`src/rtl/sync_rx_pkg.sv`:
```
package sync_rx_pkg;
    typedef enum logic [1:0] {
        ST_IDLE,
        ST_HUNT,
        ST_FILL
    } hunt_state_t;
endpackage

```
`src/rtl/sync_hunter.sv`:
```
module sync_hunter
    import sync_rx_pkg::*;
#(
    parameter int                BYTE_W  = 8,
    parameter logic [BYTE_W-1:0] SYNC_HI = 'h2D
) (
    input  logic              clk,
    input  logic              rst_n,
    input  logic              bit_in,
    input  logic              bit_vld,
    input  logic              fill_en,
    input  logic              fill_always,
    input  logic              sync_short,
    input  logic [BYTE_W-1:0] sync_lo,
    output logic              push_req
);
    localparam int WORD_W = 2 * BYTE_W;
    localparam int SEEN_W = $clog2(WORD_W + 1);

    hunt_state_t       state_q, state_d;
    logic [WORD_W-1:0] shreg_q, shift_nxt;
    logic [SEEN_W-1:0] seen_q, seen_inc, need;
    logic              word_eq, hit;

    // detector datapath
    always_comb begin
        shift_nxt = {shreg_q[WORD_W-2:0], bit_in};
        seen_inc  = (seen_q == SEEN_W'(WORD_W)) ? seen_q : seen_q + 1'b1;
        need      = sync_short ? SEEN_W'(BYTE_W) : SEEN_W'(WORD_W);
        word_eq   = sync_short ? (shift_nxt[BYTE_W-1:0] == sync_lo)
                               : (shift_nxt == {SYNC_HI, sync_lo});
        hit       = bit_vld && (seen_inc >= need) && word_eq;
    end

    always_ff @(posedge clk) begin
        if (!rst_n || state_q != ST_HUNT) begin
            shreg_q <= '0;
            seen_q  <= '0;
        end else if (bit_vld) begin
            shreg_q <= shift_nxt;
            seen_q  <= seen_inc;
        end
    end

    // state register
    always_ff @(posedge clk) begin
        if (!rst_n) state_q <= ST_IDLE;
        else        state_q <= state_d;
    end

    // next state and outputs
    always_comb begin
        state_d  = state_q;
        push_req = 1'b0;
        unique case (state_q)
            ST_IDLE: begin
                if (fill_en) state_d = fill_always ? ST_FILL : ST_HUNT;
            end
            ST_HUNT: begin
                if (!fill_en)                state_d = ST_IDLE;
                else if (fill_always || hit) state_d = ST_FILL;
            end
            ST_FILL: begin
                push_req = fill_en && bit_vld;
                if (!fill_en) state_d = ST_IDLE;
            end
            default: state_d = ST_IDLE;
        endcase
    end
endmodule

```
`src/rtl/rx_bit_store.sv`:
```
module rx_bit_store #(
    parameter int DEPTH  = 16,
    parameter int BYTE_W = 8
) (
    input  logic                       clk,
    input  logic                       rst_n,
    input  logic                       push_req,
    input  logic                       bit_in,
    input  logic                       rd_pop,
    output logic                       push_ok,
    output logic                       drop,
    output logic [$clog2(DEPTH+1)-1:0] cnt_q,
    output logic [$clog2(DEPTH+1)-1:0] cnt_d,
    output logic [BYTE_W-1:0]          rd_data
);
    localparam int CNT_W = $clog2(DEPTH + 1);
    localparam int IDX_W = $clog2(DEPTH);

    logic [DEPTH-1:0] mem_q, mem_d;
    logic [CNT_W-1:0] base;
    logic             pop_ok, have_byte;

    assign have_byte = (cnt_q >= CNT_W'(BYTE_W));

    always_comb begin
        pop_ok  = rd_pop && have_byte;
        base    = pop_ok ? cnt_q - CNT_W'(BYTE_W) : cnt_q;
        push_ok = push_req && (base < CNT_W'(DEPTH));
        drop    = push_req && !(base < CNT_W'(DEPTH));
        mem_d   = pop_ok ? (mem_q >> BYTE_W) : mem_q;
        if (push_ok) mem_d[base[IDX_W-1:0]] = bit_in;
        cnt_d   = base + CNT_W'(push_ok);
    end

    always_ff @(posedge clk) begin
        if (!rst_n) begin
            mem_q <= '0;
            cnt_q <= '0;
        end else begin
            mem_q <= mem_d;
            cnt_q <= cnt_d;
        end
    end

    // index 0 holds the oldest bit, shown in the MSB
    for (genvar gi = 0; gi < BYTE_W; gi++) begin : g_rd
        assign rd_data[BYTE_W-1-gi] = have_byte & mem_q[gi];
    end
endmodule

```
`src/rtl/rx_flags.sv`:
```
module rx_flags #(
    parameter int DEPTH = 16
) (
    input  logic                       clk,
    input  logic                       rst_n,
    input  logic                       push_ok,
    input  logic                       drop,
    input  logic                       rd_pop,
    input  logic                       stat_rd,
    input  logic [$clog2(DEPTH+1)-1:0] cnt_q,
    input  logic [$clog2(DEPTH+1)-1:0] cnt_d,
    input  logic [$clog2(DEPTH)-1:0]   irq_level,
    output logic                       irq_flag,
    output logic                       ovf_flag,
    output logic                       empty_flag
);
    localparam int CNT_W = $clog2(DEPTH + 1);

    logic irq_q, ovf_q, lvl_hit;

    assign lvl_hit = push_ok && (cnt_d >= CNT_W'(irq_level));

    always_ff @(posedge clk) begin
        if (!rst_n) begin
            irq_q <= 1'b0;
            ovf_q <= 1'b0;
        end else begin
            if (lvl_hit)     irq_q <= 1'b1;
            else if (rd_pop) irq_q <= 1'b0;
            if (drop)         ovf_q <= 1'b1;
            else if (stat_rd) ovf_q <= 1'b0;
        end
    end

    assign irq_flag   = irq_q;
    assign ovf_flag   = ovf_q;
    assign empty_flag = (cnt_q == '0);
endmodule

```
`src/rtl/sync_rx_fifo.sv`:
```
module sync_rx_fifo #(
    parameter int                DEPTH   = 16,
    parameter int                BYTE_W  = 8,
    parameter logic [BYTE_W-1:0] SYNC_HI = 'h2D,
    localparam int               LVL_W   = $clog2(DEPTH)
) (
    input  logic              clk,
    input  logic              rst_n,
    input  logic              bit_in,
    input  logic              bit_vld,
    input  logic              fill_en,
    input  logic              fill_always,
    input  logic              sync_short,
    input  logic [BYTE_W-1:0] sync_lo,
    input  logic [LVL_W-1:0]  irq_level,
    input  logic              rd_pop,
    input  logic              stat_rd,
    output logic [BYTE_W-1:0] rd_data,
    output logic              irq_flag,
    output logic              ovf_flag,
    output logic              empty_flag
);
    localparam int CNT_W = $clog2(DEPTH + 1);

    logic             push_req, push_ok, drop;
    logic [CNT_W-1:0] cnt_q, cnt_d;

    sync_hunter #(.BYTE_W(BYTE_W), .SYNC_HI(SYNC_HI)) u_hunt (
        .clk        (clk),
        .rst_n      (rst_n),
        .bit_in     (bit_in),
        .bit_vld    (bit_vld),
        .fill_en    (fill_en),
        .fill_always(fill_always),
        .sync_short (sync_short),
        .sync_lo    (sync_lo),
        .push_req   (push_req)
    );

    rx_bit_store #(.DEPTH(DEPTH), .BYTE_W(BYTE_W)) u_store (
        .clk     (clk),
        .rst_n   (rst_n),
        .push_req(push_req),
        .bit_in  (bit_in),
        .rd_pop  (rd_pop),
        .push_ok (push_ok),
        .drop    (drop),
        .cnt_q   (cnt_q),
        .cnt_d   (cnt_d),
        .rd_data (rd_data)
    );

    rx_flags #(.DEPTH(DEPTH)) u_flags (
        .clk       (clk),
        .rst_n     (rst_n),
        .push_ok   (push_ok),
        .drop      (drop),
        .rd_pop    (rd_pop),
        .stat_rd   (stat_rd),
        .cnt_q     (cnt_q),
        .cnt_d     (cnt_d),
        .irq_level (irq_level),
        .irq_flag  (irq_flag),
        .ovf_flag  (ovf_flag),
        .empty_flag(empty_flag)
    );
endmodule

```
`config.mk`:
```
export PLATFORM = sky130hd
export DESIGN_NAME = sync_rx_fifo
export DESIGN_NICKNAME = d
export VERILOG_FILES = /design/src/rtl/sync_rx_pkg.sv /design/src/rtl/sync_hunter.sv /design/src/rtl/rx_bit_store.sv /design/src/rtl/rx_flags.sv /design/src/rtl/sync_rx_fifo.sv
export SDC_FILE = /design/constraint.sdc
export NUM_CORES = 1
export LEC_CHECK = 0
export ABC_CLOCK_PERIOD_IN_PS = 3400
export BUFFER_PORTS_ARGS = -buffer_cell sky130_fd_sc_hd__buf_4
export CORE_ASPECT_RATIO = 1.4
export CORE_MARGIN = 8
export CORE_UTILIZATION = 57
export DETAILED_ROUTE_END_ITERATION = 12
export PLACE_DENSITY = 0.81
export SLEW_MARGIN = 20
export SYNTH_ARGS = -nofsm -noshare
export SYNTH_HDL_FRONTEND = slang
export SYNTH_SLANG_ARGS = --single-unit
```
`constraint.sdc`:
```
create_clock -name clk -period 3.4 [get_ports clk]
set_input_delay 0.51 -clock clk [delete_from_list [all_inputs] [get_ports clk]]
set_output_delay 0.51 -clock clk [all_outputs]
set_load 0.1 [all_outputs]
```
==> results of run 1 <==
## path summary, 6_finish.rpt
path	startpoint	endpoint	slack (ns)	cells past startpoint
hold reg to reg	u_store.mem_q[13]	u_store.mem_q[13]	0.50	2
hold / removal	fill_always	u_hunt.state_q[0]	0.48	3
setup reg to reg	u_store.cnt_q[3]	u_flags.irq_flag	0.46	12
setup / recovery	u_store.cnt_q[3]	u_flags.irq_flag	0.46	12
## cell type report
cell class / instances / area (um^2)
fillers: 368 / 1400
multi-input cells: 191 / 1380
flip-flops and latches: 45 / 901
repair buffers: 33 / 248
clock buffers: 7 / 96.3
well taps: 45 / 56.3
inverters: 11 / 41.3
clock inverters: 1 / 5.00
## per-stage QoR
stage	instance area (um^2)	setup WS [ns]	hold slack (ns)
after floorplan	2400	0.446	0.459
after global placement	2630	0.649	0.477
after detailed placement	2630	0.478	0.490
after CTS	2730	0.455	0.468
after global routing	2730	0.189	0.485
final	2730	0.461	0.482
## registers in the layout, summed over array words and instances, names as in the netlist
name              count
u_flags.irq_flag      1
u_flags.ovf_flag      1
u_hunt.seen_q         5
u_hunt.shreg_q       15
u_hunt.state_q        2
u_store.cnt_q         5
u_store.mem_q        16
## synthesized netlist by cell type, types with 5 or more instances
cell	instances	share of area (%)
sky130_fd_sc_hd__mux2i_1	24	10
sky130_fd_sc_hd__nand2_1	11	1.7
sky130_fd_sc_hd__xor2_1	6	2.2
sky130_fd_sc_hd__o31ai_1	5	1.6
sky130_fd_sc_hd__and2_1	6	1.6
sky130_fd_sc_hd__or3_1	5	1.3
sky130_fd_sc_hd__clkbuf_1	10	1.6
sky130_fd_sc_hd__xnor2_1	12	4.4
sky130_fd_sc_hd__dfxtp_1	45	37
sky130_fd_sc_hd__o21ai_0	6	1.2
sky130_fd_sc_hd__nor2b_1	13	3.4
sky130_fd_sc_hd__ha_1	11	5.7
sky130_fd_sc_hd__nor2_1	23	3.6
sky130_fd_sc_hd__inv_1	11	1.7
sky130_fd_sc_hd__nand3_1	7	1.5
sky130_fd_sc_hd__o311a_1	8	3.3
## metal layers
| layer | share of wire, % | wire length (um) |
|---|---|---|
| met1 | 42 | 2040 |
| met2 | 52 | 2500 |
| met3 | 3.6 | 172 |
| met4 | 2.1 | 99 |
| met5 | 0 | 0 |
## worst register-to-register path, delay by kind of cell, from the launching register on
family,cells,cell delay [ns]
flops,1,0.47
fa+ha+maj,4,0.88
simple gates,3,0.58
xor+xnor,1,0.21
compound gates,3,0.59
buf+inv,1,0.09
## report_power, final
part | total, uW | switching (uW) | internal [uW]
Combinational | 180 | 110 | 70.3
Clock | 357 | 174 | 184
Sequential | 540 | 7.54 | 532
## kinds of logic (layout without fill, tap and decap cells)
| group | after synthesis | in the layout | share of synthesized area [%] |
|---|---|---|---|
| and+or+nand+nor | 89 | 89 | 20.2 |
| AOI/OAI and AO/OA | 49 | 49 | 15.1 |
| DFF | 45 | 45 | 37.5 |
| buffers and inverters | 27 | 52 | 4.95 |
| muxes | 24 | 24 | 9.99 |
| xor gates and xnor gates | 18 | 18 | 6.56 |
| adders and majority gates | 11 | 11 | 5.73 |
==> out/metrics.yaml, run 1 <==
status:
  run_status: "completed"
detailed_routing:
  initialDrtViolationCount: 111
  antenna_left: 0
  detail_route.wirelength_um: 4810
  viasPerCell: 5.71
  firstDrtPassIters: 5
  detailroute.via_count: 1902
  post-route-drc-count: 0
  routed_wire_length_per_instance_um: 14.4
cts:
  tritoncts_num_sinks: 45
  worst_skew_pair_later_pin_latency_ns: 0.30
  clock-root-buffer: "sky130_fd_sc_hd__clkbuf_8"
  cts_tree: "done"
  cts.htree.levels: 2
  cts_repair_resize_count: 0
  post-cts-setup-buffer-count: 0
  cts_hold_buffers: 0
  clock_path_buffers: 2
  numCtsBuffers: 5
  clkTransAtPathRegs_ns: 0.08
sta:
  timing.setup.tns_ns: 0
  final-setup-viol-count: 0
  drv_slew: 0
  maxClockFrequency_mhz: 340
  rsz_0062_raised_after_global_routing: "no"
  worst_slew_pin_slew_ns: 0.774
  min_period_over_period_pct: 86.4
  slew_headroom_pct: 48.2
  hold_violations: 0
  period_needed_ns: 2.94
  finClkSkew_ns: 0.00869
min_path:
  hold_path.class: "input port to flip-flop"
floorplanning:
  fp.dieH_um: 92.8
  die_area_mm2: 0.00658
  row_count: 28
  floorplan.core_area_mm2: 0.00413
  fp.dieW_um: 70.9
  initial_core_util_pct: 58.1
  io_pins: 32
synth:
  fraction_of_synthesis_flops_using_an_asynchronous_set_or_reset_pin_pct: 0
  yosys_most_used_dff: "sky130_fd_sc_hd__dfxtp_1"
  ys_seq_elements: 45
  yosysWarningCount: 0
  synth.distinct_cells: 47
  netlist_area_mm2: 0.00240
  synthesis.instances: 263
  post_synth_edffs: 0
  synth.avg_cell_area_um2: 9.14
  share_of_synthesized_area_occupied_by_flip_flops_and_latches_pct: 37.5
  syn_nets: 295
critical_path:
  path_cells: "inv_1, ha_1, nand2b_2, a211oi_2, nor2b_1, ha_1, ha_1, xor2_1, ha_1, nor2b_1, o21ai_0, a31oi_1"
  cp.required_ns: 3.59
  cp_num_buf_inv: 1
  start_kind: "flip-flop"
  crit_path_top_delay_cell: "sky130_fd_sc_hd__dfxtp_1"
  cpPeakStageDelay_ns: 0.47
  critPathKind: "flip-flop to flip-flop"
  endpoint_type_of_the_worst_setup_path: "flip-flop"
  worst_ep_arrival_time_ns: 3.13
  critical_path.top_delay_family: "adder cells"
  worst-path-max-fanout: 8
  worst_path_most_repeated_cell: "sky130_fd_sc_hd__ha_1"
finish:
  mostFrequentLayoutCell: "sky130_fd_sc_hd__dfxtp_1"
  final_net_count: 319
  final_non_filler_cell_total: 333
  n_antenna_cell: 0
  final_core_util_pct: 66.1
  layout-drive-gt1-share_pct: 14.9
  flow.area_growth_from_synthesis_pct: 13.6
  final_cell_mix: "sky130_fd_sc_hd__dfxtp_1 (45), sky130_fd_sc_hd__buf_4 (33), sky130_fd_sc_hd__mux2i_1 (24)"
flow_run:
  max_cap_viol_count: 0
power:
  power-per-cell-area_mw_per_mm2: 394
  leakagePower_uw: 0.00111
  post-layout-total-power_uw: 1080
  worst_ir_drop_vdd_uv: 318
grt:
  globalRouteTotalUtil_pct: 15.0
  global_route_wire_length_before_repair_um: 8120
  overflow: 0
  pin_count_of_the_biggest_net_entering_global_routing: 27
  via_count_of_the_first_global_routing_pass: 1794
  grtUsageMet3_pct: 3.78
  antenna_violations_before_repair: 0
  grt_most_used_layer: "met2"
  use_met2_pct: 26.7
  globalRouteMet1Util_pct: 16.0
place:
  io_buffers: 31
  detailedPlacementHpwl_um: 3640
  dpl.cell_count: 325
  place.gp.congestion: 0.808
Note: power is estimated with default switching activity, not from simulation.
==> run 2, diff against run 1 <==
--- a/config.mk
+++ b/config.mk
@@ -8,7 +8,7 @@
 export ABC_CLOCK_PERIOD_IN_PS = 3400
 export BUFFER_PORTS_ARGS = -buffer_cell sky130_fd_sc_hd__buf_4
 export CORE_ASPECT_RATIO = 1.4
-export CORE_MARGIN = 8
+export CORE_MARGIN = 2
 export CORE_UTILIZATION = 57
 export DETAILED_ROUTE_END_ITERATION = 12
 export PLACE_DENSITY = 0.81
==> run 2 against run 1 <==
Effect of this change:
- the run now ends with design-rule violations left
- first-iteration DRC count is 16% lower
- final cell count is 0.60% lower
- critical path depth stayed put
- sequential share of layout area is 0.24 points higher
- global-route usage is 5.8 points higher
- power is 3.4% lower
- clock-buffer cell count stayed put
- hold slack worse by 0.0081 ns
- maximum frequency hardly changed
- register-to-register slack hardly changed
- sequential cell count stayed put
- design area is 0.73% lower
- critical endpoint unchanged
- largest cell class unchanged
==> out/metrics.yaml, run 2 (same netlist as run 1, synthesis figures left out) <==
cts:
  cts_repair_resize_count: 0  # unchanged
  clkTransAtPathRegs_ns: 0.08  # about the same
  clock-root-buffer: "sky130_fd_sc_hd__clkbuf_8"
  post-cts-setup-buffer-count: 0  # unchanged
  numCtsBuffers: 5  # unchanged
  worst_skew_pair_later_pin_latency_ns: 0.29  # about the same
  tritoncts_num_sinks: 45  # unchanged
  cts.htree.levels: 2  # unchanged
  cts_hold_buffers: 0  # unchanged
  cts_tree: "done"
  clock_path_buffers: 2  # unchanged
floorplanning:
  die_area_mm2: 0.00476  # -28%
  io_pins: 32  # unchanged
  row_count: 27  # -3.6%
  floorplan.core_area_mm2: 0.00399  # -3.6%
  initial_core_util_pct: 60.3  # +2.2 points
  fp.dieH_um: 80.8  # -13%
  fp.dieW_um: 58.9  # -17%
flow_run:
  max_cap_viol_count: 0  # unchanged
critical_path:
  critical_path.top_delay_family: "adder cells"
  cp_num_buf_inv: 1  # unchanged
  critPathKind: "flip-flop to flip-flop"
  cp.required_ns: 3.57  # -0.02 ns
  path_cells: "inv_1, ha_1, nand2b_2, a211oi_2, nor2b_1, ha_1, ha_1, xor2_1, ha_1, nor2b_1, o21ai_0, a31oi_1"
  endpoint_type_of_the_worst_setup_path: "flip-flop"
  worst-path-max-fanout: 8  # unchanged
  cpPeakStageDelay_ns: 0.47  # about the same
  start_kind: "flip-flop"
  crit_path_top_delay_cell: "sky130_fd_sc_hd__dfxtp_1"
  worst_ep_arrival_time_ns: 3.10  # -0.03 ns
  worst_path_most_repeated_cell: "sky130_fd_sc_hd__ha_1"
finish:
  multi_input_comb_area_mm2: 0.00138  # unchanged
  final_design_area_no_fill_mm2: 0.00271  # -0.73%
  mostFrequentLayoutCell: "sky130_fd_sc_hd__dfxtp_1"
  largest-register: "u_store.mem_q"
  layout-drive-gt1-share_pct: 14.2  # -0.69 points
  final_non_filler_cell_total: 331  # -0.60%
  final_core_util_pct: 68.0  # +1.9 points
  filler_cell_count: 338  # -8.2%
  flow.area_growth_from_synthesis_pct: 12.8
  ff_latch_area_um2: 901  # unchanged
  final_cell_mix: "sky130_fd_sc_hd__dfxtp_1 (45), sky130_fd_sc_hd__buf_4 (33), sky130_fd_sc_hd__mux2i_1 (24)"
  final_net_count: 319  # unchanged
  layout_top_registers: "u_store.mem_q (16), u_hunt.shreg_q (15)"
  largest_register_ffs: 16  # unchanged
  n_antenna_cell: 0  # unchanged
detailed_routing:
  detail_route.wirelength_um: 4500  # -6.4%
  detailroute.via_count: 1901  # -0.053%
  routed_wire_length_per_instance_um: 13.6  # -5.8%
  post-route-drc-count: 3  # +3
  antenna_left: 0  # unchanged
  firstDrtPassIters: 8  # +3
  initialDrtViolationCount: 93  # -16%
  viasPerCell: 5.74  # +0.55%
status:
  failed_checks: "design-rule violations"
  run_status: "finished with violations"
place:
  detailedPlacementHpwl_um: 3320  # -8.7%
  dpl.cell_count: 323  # -0.62%
  place.gp.congestion: 0.845  # +4.6%
  placedInstanceArea_mm2: 0.00263  # about the same
  io_buffers: 31  # unchanged
sta:
  worst_slew_pin_slew_ns: 0.806  # +0.0313 ns
  finClkSkew_ns: 0.0114  # +0.00274 ns
  hold_violations: 0  # unchanged
  timing.setup.tns_ns: 0  # unchanged
  final-setup-viol-count: 0  # unchanged
  min_period_over_period_pct: 86.4  # about the same
  fin_hold_ws_ns: 0.474  # -0.00810 ns
  drv_slew: 0  # unchanged
  slew_headroom_pct: 46.1  # -2.1 points
  period_needed_ns: 2.94  # -0.00140 ns
  maxClockFrequency_mhz: 340  # about the same
  rsz_0062_raised_after_global_routing: "no"
grt:
  pin_count_of_the_biggest_net_entering_global_routing: 27  # unchanged
  global_route_wire_length_before_repair_um: 7740  # -4.7%
  globalRouteTotalUtil_pct: 20.7  # +5.8 points
  via_count_of_the_first_global_routing_pass: 1823  # +1.6%
  antenna_violations_before_repair: 0  # unchanged
  overflow: 0  # unchanged
power:
  leakagePower_uw: 0.00109  # -1.4%
  power-per-cell-area_mw_per_mm2: 384  # -2.7%
  worst_ir_drop_vdd_uv: 287  # -9.7%
min_path:
  hold_path.class: "input port to flip-flop"
## run 2: cell count changes in the layout (fill, tap and decap cells not counted), sizes merged
| cell | previous run | this run |
|---|---|---|
| clkinv | 1 | 0 |
| clkinvlp | 0 | 1 |
## run 2: worst min-delay path, delay by kind of cell
kind	cells	cell delay (ns)
buffers and inverters	1	0.09
and+or+nand+nor	1	0.04
AOI/OAI and AO/OA	1	0.08
## run 2: cell type report
cell class	instances	share of cell area, %
repair buffers	33	9.14
inverters	11	1.52
clock buffers	7	2.81
well taps	43	1.98
multi-input cells	191	51.0
clock inverters	1	0.277
flip-flops and latches	45	33.2
## run 2: path summary, 6_finish.rpt
kind / startpoint / to / slack (ns) / cells past startpoint
min reg2reg: u_store.mem_q[14] / u_store.mem_q[14] / 0.49 / 2
min: fill_always / u_hunt.state_q[0] / 0.47 / 3
max: u_store.cnt_q[3] / u_flags.irq_flag / 0.46 / 12
max reg2reg: u_store.cnt_q[3] / u_flags.irq_flag / 0.46 / 12
## run 2: power breakdown
group | internal (uW) | switching (uW)
Combinational | 70.2 | 110
Sequential | 532 | 7.23
Clock | 146 | 175
Total | 748 | 293
## run 2: layer usage
| layer | GRT usage (%) | part of all wire [%] |
|---|---|---|
| met1 | 23.8 | 44 |
| met2 | 37.1 | 52 |
| met3 | 4.78 | 2.7 |
| met4 | 7.05 | 1.2 |
| met5 | 0 | 0 |
## run 2: per-stage QoR
step           setup WS [ns]  power (uW)
2_1_floorplan          0.446         688
3_3_place_gp           0.658         730
3_5_place_dp           0.486         733
4_1_cts                0.476        1050
5_1_grt                0.181        1090
6_report               0.462        1040
